## config.mk

```make
export PLATFORM = sky130hd
export DESIGN_NAME = nvsr_top
export DESIGN_NICKNAME = d
export VERILOG_FILES = /design/src/rtl/nvsr_pkg.sv /design/src/rtl/nvsr_dp.sv /design/src/rtl/nvsr_ctrl.sv /design/src/rtl/nvsr_top.sv
export SDC_FILE = /design/constraint.sdc
export NUM_CORES = 1
export LEC_CHECK = 0
export ABC_CLOCK_PERIOD_IN_PS = 3500
export BUFFER_PORTS_ARGS = -buffer_cell sky130_fd_sc_hd__buf_2
export CORE_MARGIN = 10
export CORE_UTILIZATION = 52
export DETAILED_ROUTE_END_ITERATION = 6
export PLACE_DENSITY = 0.79
export SLEW_MARGIN = 5
export SYNTH_ARGS = -nofsm -noshare
export SYNTH_HDL_FRONTEND = slang
export SYNTH_HIERARCHICAL = 1
export SYNTH_SLANG_ARGS = --single-unit
export TNS_END_PERCENT = 1
```

## constraint.sdc

```tcl
create_clock -name clk -period 3.5 [get_ports clk]
set_clock_uncertainty 0.2 [all_clocks]
set_input_delay 0.7 -clock clk [delete_from_list [all_inputs] [get_ports clk]]
set_output_delay 0.7 -clock clk [all_outputs]
set_load 0.02 [all_outputs]
```

## src/rtl/nvsr_pkg.sv

```systemverilog
package nvsr_pkg;
  localparam int SEQ_N = 6;

  typedef enum logic [2:0] {
    ST_OFF, ST_IDLE, ST_CMD, ST_HWDLY, ST_RUN
  } ctlState_e;

  typedef enum logic [2:0] {
    LEN_CMD, LEN_HW, LEN_STORE, LEN_RECALL, LEN_PWRUP
  } tmrSel_e;

  typedef struct packed {
    logic    lock;
    logic    tmrLoad;
    tmrSel_e tmrSel;
    logic    dirtyClr;
  } ctlStrobe_t;

  typedef struct packed {
    logic seqHit;
    logic hwReq;
    logic tmrZero;
    logic dirty;
  } dpEvent_t;
endpackage

```

## src/rtl/nvsr_dp.sv

```systemverilog
module nvsr_dp
  import nvsr_pkg::*;
#(
  parameter int ADDR_W = 8,
  parameter int DATA_W = 8,
  parameter logic [SEQ_N-1:0][ADDR_W-1:0] SEQ_ADDR =
    {8'hC3, 8'h5A, 8'hF0, 8'h0F, 8'hA5, 8'h3C},
  parameter int CMD_WAIT   = 6,
  parameter int STORE_LEN  = 40,
  parameter int RECALL_LEN = 20,
  parameter int PWRUP_LEN  = 30,
  parameter int HW_DELAY   = 10,
  parameter int HW_MIN_LOW = 3
) (
  input  logic              clk,
  input  logic              rstN,
  input  logic              ceN,
  input  logic              oeN,
  input  logic              weN,
  input  logic              hwStoreN,
  input  logic [ADDR_W-1:0] addr,
  input  logic [DATA_W-1:0] arrRdData,
  input  ctlStrobe_t        strobe,
  output dpEvent_t          ev,
  output logic [DATA_W-1:0] rdData,
  output logic              arrWrEn
);
  localparam int M1 = (CMD_WAIT > HW_DELAY) ? CMD_WAIT : HW_DELAY;
  localparam int M2 = (M1 > STORE_LEN) ? M1 : STORE_LEN;
  localparam int M3 = (M2 > RECALL_LEN) ? M2 : RECALL_LEN;
  localparam int MAX_LEN = (M3 > PWRUP_LEN) ? M3 : PWRUP_LEN;
  localparam int CNT_W = $clog2(MAX_LEN + 1);
  localparam int IDX_W = $clog2(SEQ_N);
  localparam int SLOTS = 1 << IDX_W;
  localparam int LOW_W = $clog2(HW_MIN_LOW + 1);

  // host bus decode
  logic rdAct, wrAct, rdActQ, rdStart;
  assign rdAct   = !ceN && !oeN && weN;
  assign wrAct   = !ceN && !weN;
  assign rdStart = rdAct && !rdActQ;

  always_ff @(posedge clk or negedge rstN) begin
    if (!rstN) rdActQ <= 1'b0;
    else       rdActQ <= rdAct;
  end

  assign arrWrEn = wrAct && !strobe.lock;
  assign rdData  = strobe.lock ? '0 : arrRdData;

  // command sequence detector
  logic [SLOTS-1:0] seqMatch;
  logic [IDX_W-1:0] seqIdx;
  logic             lastIdx;

  for (genvar i = 0; i < SLOTS; i++) begin : g_match
    if (i < SEQ_N) begin : g_live
      assign seqMatch[i] = (addr == SEQ_ADDR[i]);
    end else begin : g_pad
      assign seqMatch[i] = 1'b0;
    end
  end

  assign lastIdx = (seqIdx == IDX_W'(SEQ_N - 1));

  always_ff @(posedge clk or negedge rstN) begin
    if (!rstN) begin
      seqIdx <= '0;
    end else if (wrAct || strobe.lock) begin
      seqIdx <= '0;
    end else if (rdStart) begin
      if (seqMatch[seqIdx] && !lastIdx) seqIdx <= seqIdx + 1'b1;
      else                              seqIdx <= '0;
    end
  end

  assign ev.seqHit = rdStart && !strobe.lock && seqMatch[seqIdx] && lastIdx;

  // written-since-last-transfer flag
  logic dirty;
  always_ff @(posedge clk or negedge rstN) begin
    if (!rstN)                       dirty <= 1'b0;
    else if (strobe.dirtyClr)        dirty <= 1'b0;
    else if (wrAct && !strobe.lock)  dirty <= 1'b1;
  end
  assign ev.dirty = dirty;

  // hardware store pulse qualifier
  logic [LOW_W-1:0] lowCnt;
  always_ff @(posedge clk or negedge rstN) begin
    if (!rstN)                              lowCnt <= '0;
    else if (hwStoreN)                      lowCnt <= '0;
    else if (lowCnt != LOW_W'(HW_MIN_LOW))  lowCnt <= lowCnt + 1'b1;
  end
  assign ev.hwReq = !hwStoreN && (lowCnt == LOW_W'(HW_MIN_LOW - 1));

  // shared operation timer
  logic [CNT_W-1:0] tmrCnt, loadVal;
  always_comb begin
    case (strobe.tmrSel)
      LEN_CMD:    loadVal = CNT_W'(CMD_WAIT - 1);
      LEN_HW:     loadVal = CNT_W'(HW_DELAY - 1);
      LEN_STORE:  loadVal = CNT_W'(STORE_LEN - 1);
      LEN_RECALL: loadVal = CNT_W'(RECALL_LEN - 1);
      LEN_PWRUP:  loadVal = CNT_W'(PWRUP_LEN - 1);
      default:    loadVal = '0;
    endcase
  end

  always_ff @(posedge clk or negedge rstN) begin
    if (!rstN)               tmrCnt <= '0;
    else if (strobe.tmrLoad) tmrCnt <= loadVal;
    else if (tmrCnt != '0)   tmrCnt <= tmrCnt - 1'b1;
  end
  assign ev.tmrZero = (tmrCnt == '0);

  // assertions
  assert_dirty_clear_R7: assert property (@(posedge clk) disable iff (!rstN)
    strobe.dirtyClr |=> !ev.dirty);
  assert_write_marks_R7: assert property (@(posedge clk) disable iff (!rstN)
    (arrWrEn && !strobe.dirtyClr) |=> ev.dirty);
  assert_hwreq_single_R10: assert property (@(posedge clk) disable iff (!rstN)
    ev.hwReq |=> !ev.hwReq);
  assert_idx_range_R2: assert property (@(posedge clk) disable iff (!rstN)
    seqIdx < IDX_W'(SEQ_N));
  assert_lock_clears_idx_R8: assert property (@(posedge clk) disable iff (!rstN)
    strobe.lock |=> (seqIdx == '0));
endmodule

```

## src/rtl/nvsr_ctrl.sv

```systemverilog
module nvsr_ctrl
  import nvsr_pkg::*;
#(
  parameter bit SEQ_IS_STORE = 1'b1
) (
  input  logic       clk,
  input  logic       rstN,
  input  logic       pwrGood,
  input  dpEvent_t   ev,
  output ctlStrobe_t strobe,
  output logic       busy,
  output logic       done,
  output logic       storeAct,
  output logic       recallAct
);
  ctlState_e state, stNext;
  logic      opStore, opNext;

  always_comb begin
    stNext        = state;
    opNext        = opStore;
    strobe        = '0;
    strobe.lock   = 1'b1;
    strobe.tmrSel = LEN_CMD;
    case (state)
      ST_OFF: begin
        if (pwrGood) begin
          stNext         = ST_RUN;
          opNext         = 1'b0;
          strobe.tmrLoad = 1'b1;
          strobe.tmrSel  = LEN_PWRUP;
        end
      end
      ST_IDLE: begin
        strobe.lock = 1'b0;
        if (ev.hwReq) begin
          stNext         = ST_HWDLY;
          strobe.tmrLoad = 1'b1;
          strobe.tmrSel  = LEN_HW;
        end else if (ev.seqHit) begin
          stNext         = ST_CMD;
          strobe.tmrLoad = 1'b1;
          strobe.tmrSel  = LEN_CMD;
        end
      end
      ST_CMD: begin
        if (ev.tmrZero) begin
          if (SEQ_IS_STORE && !ev.dirty) begin
            stNext = ST_IDLE;
          end else begin
            stNext         = ST_RUN;
            opNext         = SEQ_IS_STORE;
            strobe.tmrLoad = 1'b1;
            strobe.tmrSel  = SEQ_IS_STORE ? LEN_STORE : LEN_RECALL;
          end
        end
      end
      ST_HWDLY: begin
        strobe.lock = 1'b0;
        if (ev.tmrZero) begin
          if (ev.dirty) begin
            stNext         = ST_RUN;
            opNext         = 1'b1;
            strobe.tmrLoad = 1'b1;
            strobe.tmrSel  = LEN_STORE;
          end else begin
            stNext = ST_IDLE;
          end
        end
      end
      ST_RUN: begin
        if (ev.tmrZero) begin
          stNext          = ST_IDLE;
          strobe.dirtyClr = 1'b1;
        end
      end
      default: stNext = ST_OFF;
    endcase
    if (!pwrGood) begin
      stNext          = ST_OFF;
      strobe.tmrLoad  = 1'b0;
      strobe.dirtyClr = 1'b0;
    end
  end

  always_ff @(posedge clk or negedge rstN) begin
    if (!rstN) begin
      state   <= ST_OFF;
      opStore <= 1'b0;
      done    <= 1'b0;
    end else begin
      state   <= stNext;
      opStore <= opNext;
      done    <= (state == ST_RUN) && ev.tmrZero && pwrGood;
    end
  end

  assign busy      = (state != ST_IDLE) && (state != ST_HWDLY);
  assign storeAct  = (state == ST_RUN) && opStore;
  assign recallAct = (state == ST_RUN) && !opStore;

  // assertions
  assert_store_needs_dirty_R6: assert property (@(posedge clk) disable iff (!rstN)
    $rose(storeAct) |-> $past(ev.dirty));
  assert_power_drop_lock_R1: assert property (@(posedge clk) disable iff (!rstN)
    !pwrGood |=> busy);
  assert_seq_locks_R2: assert property (@(posedge clk) disable iff (!rstN)
    (state == ST_IDLE && ev.seqHit && !ev.hwReq && pwrGood) |=> busy);
  assert_done_single_R12: assert property (@(posedge clk) disable iff (!rstN)
    done |=> !done);
  assert_done_after_run_R12: assert property (@(posedge clk) disable iff (!rstN)
    done |-> ($past(state) == ST_RUN));
  assert_hw_window_open_R11: assert property (@(posedge clk) disable iff (!rstN)
    (state == ST_IDLE && ev.hwReq && pwrGood) |=> !busy);
endmodule

```

## src/rtl/nvsr_top.sv

```systemverilog
module nvsr_top
  import nvsr_pkg::*;
#(
  parameter int ADDR_W = 8,
  parameter int DATA_W = 8,
  parameter logic [SEQ_N-1:0][ADDR_W-1:0] SEQ_ADDR =
    {8'hC3, 8'h5A, 8'hF0, 8'h0F, 8'hA5, 8'h3C},
  parameter bit SEQ_IS_STORE = 1'b1,
  parameter int CMD_WAIT   = 6,
  parameter int STORE_LEN  = 40,
  parameter int RECALL_LEN = 20,
  parameter int PWRUP_LEN  = 30,
  parameter int HW_DELAY   = 10,
  parameter int HW_MIN_LOW = 3
) (
  input  logic              clk,
  input  logic              rstN,
  input  logic              pwrGood,
  input  logic              hwStoreN,
  input  logic              ceN,
  input  logic              oeN,
  input  logic              weN,
  input  logic [ADDR_W-1:0] addr,
  input  logic [DATA_W-1:0] arrRdData,
  output logic [DATA_W-1:0] rdData,
  output logic              arrWrEn,
  output logic              busy,
  output logic              done,
  output logic              storeAct,
  output logic              recallAct
);
  ctlStrobe_t strobe;
  dpEvent_t   ev;

  nvsr_dp #(
    .ADDR_W(ADDR_W), .DATA_W(DATA_W), .SEQ_ADDR(SEQ_ADDR),
    .CMD_WAIT(CMD_WAIT), .STORE_LEN(STORE_LEN), .RECALL_LEN(RECALL_LEN),
    .PWRUP_LEN(PWRUP_LEN), .HW_DELAY(HW_DELAY), .HW_MIN_LOW(HW_MIN_LOW)
  ) u_dp (
    .clk(clk), .rstN(rstN), .ceN(ceN), .oeN(oeN), .weN(weN),
    .hwStoreN(hwStoreN), .addr(addr), .arrRdData(arrRdData),
    .strobe(strobe), .ev(ev), .rdData(rdData), .arrWrEn(arrWrEn)
  );

  nvsr_ctrl #(
    .SEQ_IS_STORE(SEQ_IS_STORE)
  ) u_ctrl (
    .clk(clk), .rstN(rstN), .pwrGood(pwrGood), .ev(ev), .strobe(strobe),
    .busy(busy), .done(done), .storeAct(storeAct), .recallAct(recallAct)
  );
endmodule

```

---- After elaboration in Yosys (flattened, before gate mapping) ----
Index checks and enable logic that the tools add are counted.
storage, ports and cells
  word-level logic and storage cells ...... 108
  output and inout bits ................... 13
  bits of input ports ..................... 23
  bits in registers ....................... 18
operators by class
  eq/ne operators ......................... 25
  muxes and demuxes ....................... 35
  reduce and logical (&&, ||, !) cells .... 36
  add/sub/neg operators ................... 3
  order comparisons ....................... 1
operators by type and width
  cell                                                                           count
  6-bit case mux with 5 select lines                                             1
  3-bit 2-to-1 mux                                                               9
  8-bit == test (second input constant)                                          3
  4-bit 2-to-1 mux                                                               5
  1-bit logical AND                                                              15
  3-bit by 2-bit == test with 1-bit output (second input constant)               4
  6-bit 2-to-1 mux                                                               2
  3-bit case mux with 4 select lines                                             1
  4-bit case mux with 3 select lines                                             1
  1-bit 2-to-1 mux                                                               11
  2-bit nonzero test                                                             5
  3-bit == test (second input constant)                                          3
  3-bit by 2-bit inequality test with 1-bit output (second input constant)       3
  8-bit by 4-bit == test with 1-bit output (second input constant)               1
  8-bit by 6-bit == test with 1-bit output (second input constant)               1
  8-bit by 7-bit == test with 1-bit output (second input constant)               1
  8-bit 2-to-1 mux                                                               1
  1-bit zero test                                                                7
  3-bit by 1-bit == test with 1-bit output (second input constant)               2
  3-bit zero test                                                                2
  6-bit zero test                                                                1
  6-bit nonzero test                                                             1
  6-bit by 1-bit subtractor with 6-bit output (second input constant)            1
  3-bit by 4-bit less-than comparator with 1-bit output (second input constant)  1
  14 further kinds                                                               18

---- Depth between registers and ports, before layout ----
Gate-level depths: netlist of run 1.
  depth after elaboration ................. 13
  mapped depth ............................ 14
  depth with buffers taken out ............ 11

---- Modules after synthesis ----
The synthesis of run 1 kept the hierarchy.
modules (own cells, without submodules)
  module     instances  area each (um2)  cells each
  nvsr_dp    1          974.7            112
  nvsr_ctrl  1          361.6            38

---- Worst setup path after synthesis of run 1 ----
Ideal clock, no wire load.
  path type ............................... input to register
  start point ............................. input port addr[2]
  end point ............................... register u_dp.tmrCnt[5]
  arrival time ............................ 2.654 ns
  setup slack ............................. 0.525 ns
  path buffers ............................ 1
  data required time ...................... 3.179 ns
  stages .................................. 12
  path through ............................ nand2b_1 > a21o_2 > a221o_1 > or2_4 > nor2_1 > nor2_1 > a21oi_1 > nor2_1 > nor2_1 > clkbuf_1 > nor2_1 > a22o_1
RTL lines
  item                    RTL line        RTL
  start: declaration      nvsr_top.sv:23  input logic [ADDR_W-1:0] addr,
  end signal: assignment  nvsr_dp.sv:112  else if (strobe.tmrLoad) tmrCnt <= loadVal;
  end signal: assignment  nvsr_dp.sv:113  else if (tmrCnt != '0) tmrCnt <= tmrCnt - 1'b1;
  end: declaration        nvsr_dp.sv:98   logic [CNT_W-1:0] tmrCnt, loadVal;

==> flow_summary.json, run 1 <==
{
  "r2r-end": "u_dp/tmrCnt[5]$_DFFE_PN0P_",
  "cts_num_sinks": 18,
  "drtPass1Iterations": 4,
  "yosysWarnings": 6,
  "slew_viol_final": 0,
  "tightest_slew_ns": 0.771,
  "antenna_found_initial": 0,
  "clkPwrFrac": 0.104,
  "synth-main-ff-cell": "dfrtp_1",
  "final_nets": 211,
  "hold_path_class": "in -> async",
  "grt_max_degree": 19,
  "ios": 36,
  "rows": 18,
  "dpl.cell_count": 207,
  "min_period_over_period": 0.825,
  "cts_hold_buf": 0,
  "fin_cells": 210,
  "ant_nets": 0,
  "fmax_mhz": 346,
  "powerDensity_nw_per_um2": 608,
  "cp.arrival_ns": 2.87,
  "final.setup.tns_ns": 0,
  "reg2reg_setup_slack_ns": 0.61,
  "first_iter_violations": 47,
  "die_area_um2": 5000,
  "cpPeakStageDelay_ns": 0.52,
  "critical-path-slowest-cell": "dfrtp_1",
  "grt_pass1_wl_mm": 4.93,
  "place.gp.congestion": 0.924,
  "syn_area_um2": 1340,
  "ir_worst_vdd_mv": 0.476,
  "intPower_mw": 0.532,
  "sequentialPowerShare": 0.374,
  "cap_violations": 0,
  "slew_headroom": 0.482,
  "worstReg2RegStart": "u_ctrl/state[0]$_DFFE_PN0P_",
  "syn_nets": 179,
  "cts.clk_slew.worst_paths_ns": 0.09,
  "total_power_mw": 0.923,
  "crit_chain": "or2b_1 -> a211oi_1 -> nand4_1 -> or2_4 -> nor2_1 -> nor2_1 -> a21oi_1 -> nor2_1 -> nor2_1 -> buf_4 -> nor2_1 -> a22o_1",
  "finalWirelength_mm": 2.83,
  "synth_edf_count": 0,
  "clockBufferDepth": 2,
  "final.min_clock_period_ns": 2.89,
  "path_max_fanout": 12,
  "vias": 1117,
  "post_cts_resized": 0,
  "die_h_um": 70.7,
  "start_kind": "register",
  "cts_tree": "yes",
  "n_antenna_cell": 0,
  "combinationalPowerShare": 0.522,
  "cts_root_buf": "clkbuf_4",
  "design_area_um2": 1520,
  "htreeDepth": 1,
  "grt_overflow_total": 0,
  "final_util": 0.619,
  "start_util": 0.544,
  "post-cts-setup-buffer-count": 0,
  "p_switching_mw": 0.391,
  "layout-drive-gt1-share": 0.272,
  "die_width_um": 70.7,
  "endpoint_kind": "register",
  "grt.total_usage": 0.114,
  "place_area_um2": 1500,
  "cpMostUsedCell": "nor2_1",
  "outcome": "completed",
  "io_buffers": 35,
  "synth_seq_cells": 18,
  "synth.distinct_cells": 46,
  "numCtsBuffers": 3,
  "avgSynthCellArea_um2": 8.91,
  "crit_required_ns": 3.48,
  "area_growth_pct": 13.7,
  "multi_input_area_um2": 803,
  "grt_pass1_vias": 1092,
  "drc_errors": 0,
  "nFillCells": 235,
  "worstSetupPathType": "reg -> reg",
  "setup_violations": 0,
  "wl_per_cell_um": 13.5,
  "yosysSeqAreaShare": 0.337,
  "core_um2": 2450,
  "seqCellArea_um2": 450,
  "synthArstFlopShare": 1.00,
  "power_leakage_nw": 0.742,
  "syn_inst": 150,
  "clkLatencyLatePin_ns": 0.28,
  "dp_hpwl_mm": 2.34,
  "switching_share": 0.424,
  "via_per_inst": 5.32,
  "worstRegToRegCells": 12,
  "rsz0062_at_grt": "false",
  "finalHoldViolations": 0
}
cells by family (layout without fill, tap and decap cells):
kind of cell | after synthesis | count (layout) | share of synthesized area
compound gates | 28 | 28 | 0.157
buf+inv | 15 | 45 | 0.0618
xor+xnor | 8 | 8 | 0.0524
simple gates | 71 | 71 | 0.302
fa+ha+maj | 6 | 6 | 0.0562
mux | 4 | 4 | 0.0328
flops | 18 | 18 | 0.337
sequential cells by signal (all words and copies together) (netlist names):
| signal | cells |
|---|---|
| u_dp/lowCnt | 2 |
| u_dp/dirty | 1 |
| u_dp/tmrCnt | 6 |
| u_ctrl/opStore | 1 |
| u_ctrl/done | 1 |
| u_dp/seqIdx | 3 |
| u_dp/rdActQ | 1 |
| u_ctrl/state | 3 |
worst max path at each step:
stage	startpoint	end	slack, ns	depth (start not counted)
finish	u_ctrl/state[0]$_DFFE_PN0P_	u_dp/tmrCnt[5]$_DFFE_PN0P_	0.61	12
global route	u_ctrl/state[0]$_DFFE_PN0P_	u_dp/tmrCnt[5]$_DFFE_PN0P_	0.32	12
floorplan	addr[2]	u_dp/tmrCnt[5]$_DFFE_PN0P_	0.53	12
CTS	u_ctrl/state[0]$_DFFE_PN0P_	u_dp/tmrCnt[5]$_DFFE_PN0P_	0.62	12
global placement	addr[2]	u_dp/tmrCnt[5]$_DFFE_PN0P_	0.50	13
detailed placement	addr[2]	u_dp/tmrCnt[5]$_DFFE_PN0P_	0.45	13
cell usage after synthesis (all sizes together), types with 2 or more instances:
library cell / count / share of area
dfrtp: 18 / 0.34
nor2: 18 / 0.051
nor2b: 16 / 0.075
nand2: 10 / 0.028
a21oi: 6 / 0.022
ha: 6 / 0.056
inv: 6 / 0.017
nor3b: 6 / 0.037
o21ai: 6 / 0.025
xnor2: 6 / 0.039
buf: 5 / 0.034
nand2b: 5 / 0.031
clkbuf: 4 / 0.011
nor3: 4 / 0.015
a22o: 3 / 0.020
mux2: 3 / 0.025
o31ai: 3 / 0.024
a211oi: 2 / 0.011
a21o: 2 / 0.012
and2: 2 / 0.0094
nand3b: 2 / 0.011
xor2: 2 / 0.013
per-layer routing:
layer  wire, µm  up-vias  track usage  share of wire
met5          0        -            0              0
met4          8        0       0.0280         0.0028
met3        199        2       0.0391          0.070
met2       1290       28        0.188           0.46
met1       1330      512        0.139           0.47
li1           -      575            -              -
metrics by stage:
step           worst slack [ns]  hold slack [ns]
6_report                  0.611            0.124
3_3_place_gp              0.495            0.304
3_5_place_dp              0.449            0.318
4_1_cts                   0.618            0.129
5_1_grt                   0.322            0.127
2_1_floorplan             0.525            0.204
layout make-up:
cell class / instances / share of cell area
Inverter: 6 / 0.0148
Timing Repair Buffer: 36 / 0.120
Clock buffer: 3 / 0.0148
Sequential cell: 18 / 0.297
Multi-Input combinational cell: 117 / 0.529
Tap cell: 30 / 0.0247
cell usage in the layout (no fill, tap or decap), drive strengths merged, types with 4 or more instances in the layout:
master and count:
buf 36, nor2 18, dfrtp 18, nor2b 16, nand2 10, a21oi 6, inv 6, xnor2 6
ha 6, nor3b 6, o21ai 6, nand2b 5, nor3 4
critical path: cells and delay by family (launching register included):
kind	cells	cell delay, ns
compound gates	3	0.62
simple gates	8	1.29
buf+inv	1	0.16
flops	1	0.52
power by group through the flow:
stage / clock network [mW] / registers [mW] / logic [mW]
global placement: 0 / 0.343 / 0.467
CTS: 0.100 / 0.345 / 0.487
global route: 0.111 / 0.358 / 0.544
detailed placement: 0 / 0.348 / 0.485
floorplan: 0 / 0.316 / 0.417
finish: 0.0963 / 0.345 / 0.481
(Power assumes the default switching activity.)
==> inputs of run 2 (changes only) <==
--- a/config.mk
+++ b/config.mk
@@ -5,12 +5,12 @@
 export SDC_FILE = /design/constraint.sdc
 export NUM_CORES = 1
 export LEC_CHECK = 0
-export ABC_CLOCK_PERIOD_IN_PS = 3500
+export ABC_CLOCK_PERIOD_IN_PS = 2450
 export BUFFER_PORTS_ARGS = -buffer_cell sky130_fd_sc_hd__buf_2
 export CORE_MARGIN = 10
-export CORE_UTILIZATION = 52
+export CORE_UTILIZATION = 47
 export DETAILED_ROUTE_END_ITERATION = 6
-export PLACE_DENSITY = 0.79
+export PLACE_DENSITY = 0.75
 export SLEW_MARGIN = 5
 export SYNTH_ARGS = -nofsm -noshare
 export SYNTH_HDL_FRONTEND = slang
==> constraint.sdc (replaced) <==
create_clock -name clk -period 2.45 [get_ports clk]
set_clock_uncertainty 0.2 [all_clocks]
set_input_delay 0.49 -clock clk [delete_from_list [all_inputs] [get_ports clk]]
set_output_delay 0.49 -clock clk [all_outputs]
set_load 0.02 [all_outputs]
==> run 2 against run 1 <==
  * The flow now finishes with violations (negative setup slack)
  * First-iteration DRC count decreased by 26%
  * Power increased by 58%
  * Wire length increased by 12%
  * Critical path depth unchanged
  * Count of clock-buffer cells in the layout increased by 1
  * Critical endpoint unchanged
==> flow_summary.json, run 2 (synthesized netlist as in run 1, its figures left out) <==
{
  "reg.largest.list": "u_dp/tmrCnt x6, u_ctrl/state x3, u_dp/seqIdx x3",
  "detailedPlace.worstSlack_ns": -0.229,
  "cts_tree": "yes",
  "slew_headroom": 0.729,
  "grt.total_usage": 0.123,
  "die_h_um": 73.3,
  "outcome": "finished with violations",
  "area_growth_pct": 28.0,
  "total_power_mw": 1.46,
  "wl_per_cell_um": 13.6,
  "finalWirelength_mm": 3.15,
  "tightest_slew_ns": 0.406,
  "first_iter_violations": 35,
  "place.gp.congestion": 0.870,
  "vias": 1208,
  "design_area_um2": 1710,
  "min_period_over_period": 1.01,
  "nFillCells": 226,
  "place_area_um2": 1660,
  "clkLatencyLatePin_ns": 0.30,
  "hold_path_class": "in -> reg",
  "slew_viol_final": 0,
  "antenna_found_initial": 0,
  "die_width_um": 73.3,
  "start_kind": "register",
  "fin_cells": 232,
  "core_um2": 2730,
  "cts.clk_slew.worst_paths_ns": 0.10,
  "worstSetupPathType": "reg -> reg",
  "n_antenna_cell": 0,
  "die_area_um2": 5380,
  "rows": 19,
  "setup_violations": 5,
  "via_per_inst": 5.21,
  "ant_nets": 0,
  "clockBufferDepth": 2,
  "numCtsBuffers": 3,
  "io_buffers": 35,
  "power_leakage_nw": 0.849,
  "cts_root_buf": "clkbuf_4",
  "violations": "negative setup slack",
  "dp_hpwl_mm": 2.57,
  "cts_num_sinks": 18,
  "grt_pass1_wl_mm": 5.40,
  "dpl.cell_count": 227,
  "drtPass1Iterations": 5,
  "grt_max_degree": 19,
  "cap_violations": 0,
  "final_common_cell": "buf_2",
  "finalHoldViolations": 0,
  "htreeDepth": 1,
  "path_max_fanout": 7,
  "ios": 36,
  "grt_pass1_vias": 1269,
  "ir_worst_vdd_mv": 0.664,
  "layout-drive-gt1-share": 0.378,
  "most-common-layout-cells": "buf_2 (35), buf_4 (20), nor2b_1 (16), dfrtp_1 (16), nor2_1 (15)",
  "final_nets": 231,
  "cp.arrival_ns": 2.47,
  "final.min_clock_period_ns": 2.47,
  "finalWorstSetupSlack_ns": -0.0239,
  "crit_required_ns": 2.45,
  "rsz0062_at_grt": "true",
  "powerDensity_nw_per_um2": 853,
  "largest_reg_flops": 6,
  "endpoint_kind": "register",
  "max_flop_register": "u_dp/tmrCnt",
  "start_util": 0.489,
  "drc_errors": 0,
  "grt_overflow_total": 0,
  "post-cts-setup-buffer-count": 0,
  "fmax_mhz": 404,
  "reg2reg_setup_slack_ns": -0.02
}
[run 2: timing repair]
| item | 4_1_cts | 5_1_grt |
|---|---|---|
| resized for setup | 2 | 0 |
| setup endpoints to repair | 6 | 8 |
| hold buffers | 1 | 0 |
| hold endpoints to repair | 18 | 0 |
[run 2: per-stage QoR]
stage,utilization,hold WS [ns],TNS [ns]
2_1_floorplan,-,-0.00559,-0.506
3_3_place_gp,0.607,0.239,-1.01
3_5_place_dp,0.607,0.246,-1.32
4_1_cts,0.626,0.149,-0.0995
5_1_grt,0.626,0.156,-1.16
6_report,0.626,0.162,-0.0577
[run 2: per-layer routing]
| metal | vias up | GRT usage | part of all wire |
|---|---|---|---|
| met3 | 6 | 0.0485 | 0.11 |
| met2 | 44 | 0.203 | 0.44 |
| met1 | 543 | 0.132 | 0.43 |
| li1 | 615 | - | - |
| met5 | - | 0 | 0 |
| met4 | 0 | 0.0621 | 0.017 |
[run 2: layout make-up]
cell class | instances | area, µm² | area share
sequential | 18 | 453 | 0.265
multi-input combinational | 117 | 825 | 0.482
inverter | 6 | 22.5 | 0.0132
timing repair buffer | 56 | 335 | 0.196
clock buffer | 4 | 36.3 | 0.0212
tap | 31 | 38.8 | 0.0227
[run 2: power breakdown]
| group | switching [mW] | total (mW) | internal, mW |
|---|---|---|---|
| logic | 0.424 | 0.813 | 0.389 |
| registers | 0.0770 | 0.464 | 0.387 |
| clock network | 0.0919 | 0.183 | 0.0907 |
[run 2: worst paths after layout]
path                                             from                          end  cells past startpoint
min reg2reg                u_ctrl/opStore$_DFFE_PN0P_   u_ctrl/opStore$_DFFE_PN0P_                      2
min                                          hwStoreN   u_dp/lowCnt[1]$_DFFE_PN0P_                      2
max reg2reg                u_dp/seqIdx[0]$_DFFE_PN0P_   u_dp/tmrCnt[5]$_DFFE_PN0P_                     12
max in group asynchronous                        rstN  u_ctrl/state[0]$_DFFE_PN0P_                      2
min in group asynchronous                        rstN   u_dp/tmrCnt[4]$_DFFE_PN0P_                      2
max                        u_dp/seqIdx[0]$_DFFE_PN0P_   u_dp/tmrCnt[5]$_DFFE_PN0P_                     12
[run 2: critical path, stage by stage, from the launching register on]
cell and delay (ns):
dfrtp_2 0.46, and2b_1 0.22, o21ai_1 0.07, a221o_1 0.34, or2_4 0.26, nor2_4 0.12, nor2_2 0.04, a21oi_1 0.13
nor2_1 0.05, nor2_1 0.08, buf_4 0.13, nor2_2 0.05, a22o_1 0.21
==> inputs of run 3 (changes only) <==
--- a/config.mk
+++ b/config.mk
@@ -5,12 +5,12 @@
 export SDC_FILE = /design/constraint.sdc
 export NUM_CORES = 1
 export LEC_CHECK = 0
-export ABC_CLOCK_PERIOD_IN_PS = 2450
+export ABC_CLOCK_PERIOD_IN_PS = 2500
 export BUFFER_PORTS_ARGS = -buffer_cell sky130_fd_sc_hd__buf_2
 export CORE_MARGIN = 10
-export CORE_UTILIZATION = 47
+export CORE_UTILIZATION = 52
 export DETAILED_ROUTE_END_ITERATION = 6
-export PLACE_DENSITY = 0.75
+export PLACE_DENSITY = 0.79
 export SLEW_MARGIN = 5
 export SYNTH_ARGS = -nofsm -noshare
 export SYNTH_HDL_FRONTEND = slang
==> constraint.sdc (replaced) <==
create_clock -name clk -period 2.5 [get_ports clk]
set_clock_uncertainty 0.2 [all_clocks]
set_input_delay 0.5 -clock clk [delete_from_list [all_inputs] [get_ports clk]]
set_output_delay 0.5 -clock clk [all_outputs]
set_load 0.02 [all_outputs]
==> run 3 against run 2 <==
  * The run still ends with negative setup slack left
  * Critical path depth decreased by 1
  * Hold slack improved by 0.0097 ns
  * Power decreased by 2.1%
  * Design area decreased by 2.1%
  * Global-route usage increased by 0.77 points
  * Wire length increased by 1.6%
  * Sequential cell count unchanged
  * Core utilization increased by 5.6 points
  * Maximum frequency decreased by 2.0%
  * Sequential power decreased by 2%
  * Worst setup slack about the same
  * Clock power about the same
  * Largest cell class unchanged
==> flow_summary.json, run 3 (synthesized netlist as in run 1, its figures left out) <==
{
  "tightest_slew_ns": 0.418,
  "cts_num_sinks": 18,
  "final_util": 0.682,
  "cts_tree": "yes",
  "drc_errors": 0,
  "slew_headroom": 0.721,
  "final.min_clock_period_ns": 2.52,
  "grt_pass1_wl_mm": 5.53,
  "grt_pass1_vias": 1234,
  "clkLatencyLatePin_ns": 0.30,
  "numCtsBuffers": 3,
  "start_kind": "register",
  "grt_overflow_total": 0,
  "htreeDepth": 1,
  "hold_path_class": "in -> reg",
  "final_common_cell": "buf_2",
  "most-common-layout-cells": "buf_2 (35), nor2b_1 (16), dfrtp_1 (16)",
  "antenna_found_initial": 0,
  "area_growth_pct": 25.3,
  "powerDensity_nw_per_um2": 854,
  "worstSetupPathType": "reg -> reg",
  "power_leakage_nw": 0.827,
  "cap_violations": 0,
  "fmax_mhz": 396,
  "hold_slack_ns": 0.172,
  "outcome": "finished with violations",
  "finalWirelength_mm": 3.20,
  "crit_required_ns": 2.50,
  "first_iter_violations": 43,
  "ant_nets": 0,
  "place.gp.congestion": 0.901,
  "layout-drive-gt1-share": 0.367,
  "ios": 36,
  "cp.arrival_ns": 2.52,
  "place_area_um2": 1620,
  "finalWorstSetupSlack_ns": -0.0234,
  "io_buffers": 35,
  "endpoint_kind": "register",
  "setup_violations": 4,
  "start_util": 0.544,
  "core_um2": 2450,
  "ir_worst_vdd_mv": 0.717,
  "finalHoldViolations": 0,
  "dp_hpwl_mm": 2.54,
  "clockBufferDepth": 2,
  "slew_viol_final": 0,
  "path_max_fanout": 7,
  "n_antenna_cell": 0,
  "detailedPlace.worstSlack_ns": -0.258,
  "die_area_um2": 5000,
  "die_width_um": 70.7,
  "drtPass1Iterations": 4,
  "max_flop_register": "u_dp/tmrCnt",
  "final_nets": 226,
  "grt.total_usage": 0.130,
  "rsz0062_at_grt": "true",
  "total_power_mw": 1.43,
  "rows": 18,
  "design_area_um2": 1670,
  "via_per_inst": 5.39,
  "wl_per_cell_um": 14.2,
  "vias": 1219,
  "reg.largest.list": "u_dp/tmrCnt x6, u_ctrl/state x3, u_dp/seqIdx x3",
  "cts_root_buf": "clkbuf_4",
  "min_period_over_period": 1.01,
  "post-cts-setup-buffer-count": 0,
  "cts.clk_slew.worst_paths_ns": 0.10,
  "grt_max_degree": 19,
  "largest_reg_flops": 6,
  "die_h_um": 70.7,
  "violations": "negative setup slack"
}
[run 3: worst max-delay path: stages (launching register included)]
cell	delay [ns]
dfrtp_2	0.47
and2b_1	0.23
o21ai_1	0.07
a221o_1	0.34
or2_4	0.26
nor2_4	0.12
nor2_2	0.04
a21oi_1	0.13
nor2_1	0.08
nor2_2	0.17
nor2_2	0.08
a22o_1	0.22
[run 3: timing repair]
item | in CTS | in global routing
endpoints found under the setup margin | 6 | 8
pin swaps | 0 | 1
hold buffers | 1 | 0
hold endpoints to repair | 18 | 0
resized for setup | 2 | 1
[run 3: worst paths after layout]
kind / startpoint / endpoint / slack (ns) / depth (start not counted)
max: u_dp/seqIdx[0]$_DFFE_PN0P_ / u_dp/tmrCnt[3]$_DFFE_PN0P_ / -0.02 / 11
min: hwStoreN / u_dp/lowCnt[1]$_DFFE_PN0P_ / 0.17 / 2
max reg2reg: u_dp/seqIdx[0]$_DFFE_PN0P_ / u_dp/tmrCnt[3]$_DFFE_PN0P_ / -0.02 / 11
min reg2reg: u_ctrl/opStore$_DFFE_PN0P_ / u_ctrl/opStore$_DFFE_PN0P_ / 0.36 / 2
max in group asynchronous: rstN / u_ctrl/state[0]$_DFFE_PN0P_ / 1.33 / 2
min in group asynchronous: rstN / u_dp/tmrCnt[1]$_DFFE_PN0P_ / 0.45 / 2
[run 3: cell type report]
type | instances | area (µm²)
inverters | 6 | 22.5
multi-input cells | 117 | 827
well taps | 30 | 37.5
flip-flops and latches | 18 | 453
repair buffers | 51 | 298
clock buffers | 4 | 36.3
fillers | 202 | 781
[run 3: power by group]
| group | total (mW) | leakage [nW] | internal (mW) | switching, mW |
|---|---|---|---|---|
| sequential | 0.456 | 0.231 | 0.379 | 0.0767 |
| combinational | 0.790 | 0.575 | 0.363 | 0.426 |
| clock | 0.184 | 0.0210 | 0.0890 | 0.0947 |
[run 3: metrics by stage]
| step | instances | setup TNS, ns |
|---|---|---|
| CTS | 226 | 0 |
| detailed placement | 221 | -1.40 |
| global placement | 221 | -0.951 |
| finish | 226 | -0.0718 |
| global route | 226 | -0.998 |
| floorplan | 150 | -0.306 |
[run 3: metal layers]
layer,share of wire,track usage
met1,0.41,0.140
met2,0.53,0.227
met3,0.047,0.0349
met4,0.020,0.0688
met5,0,0
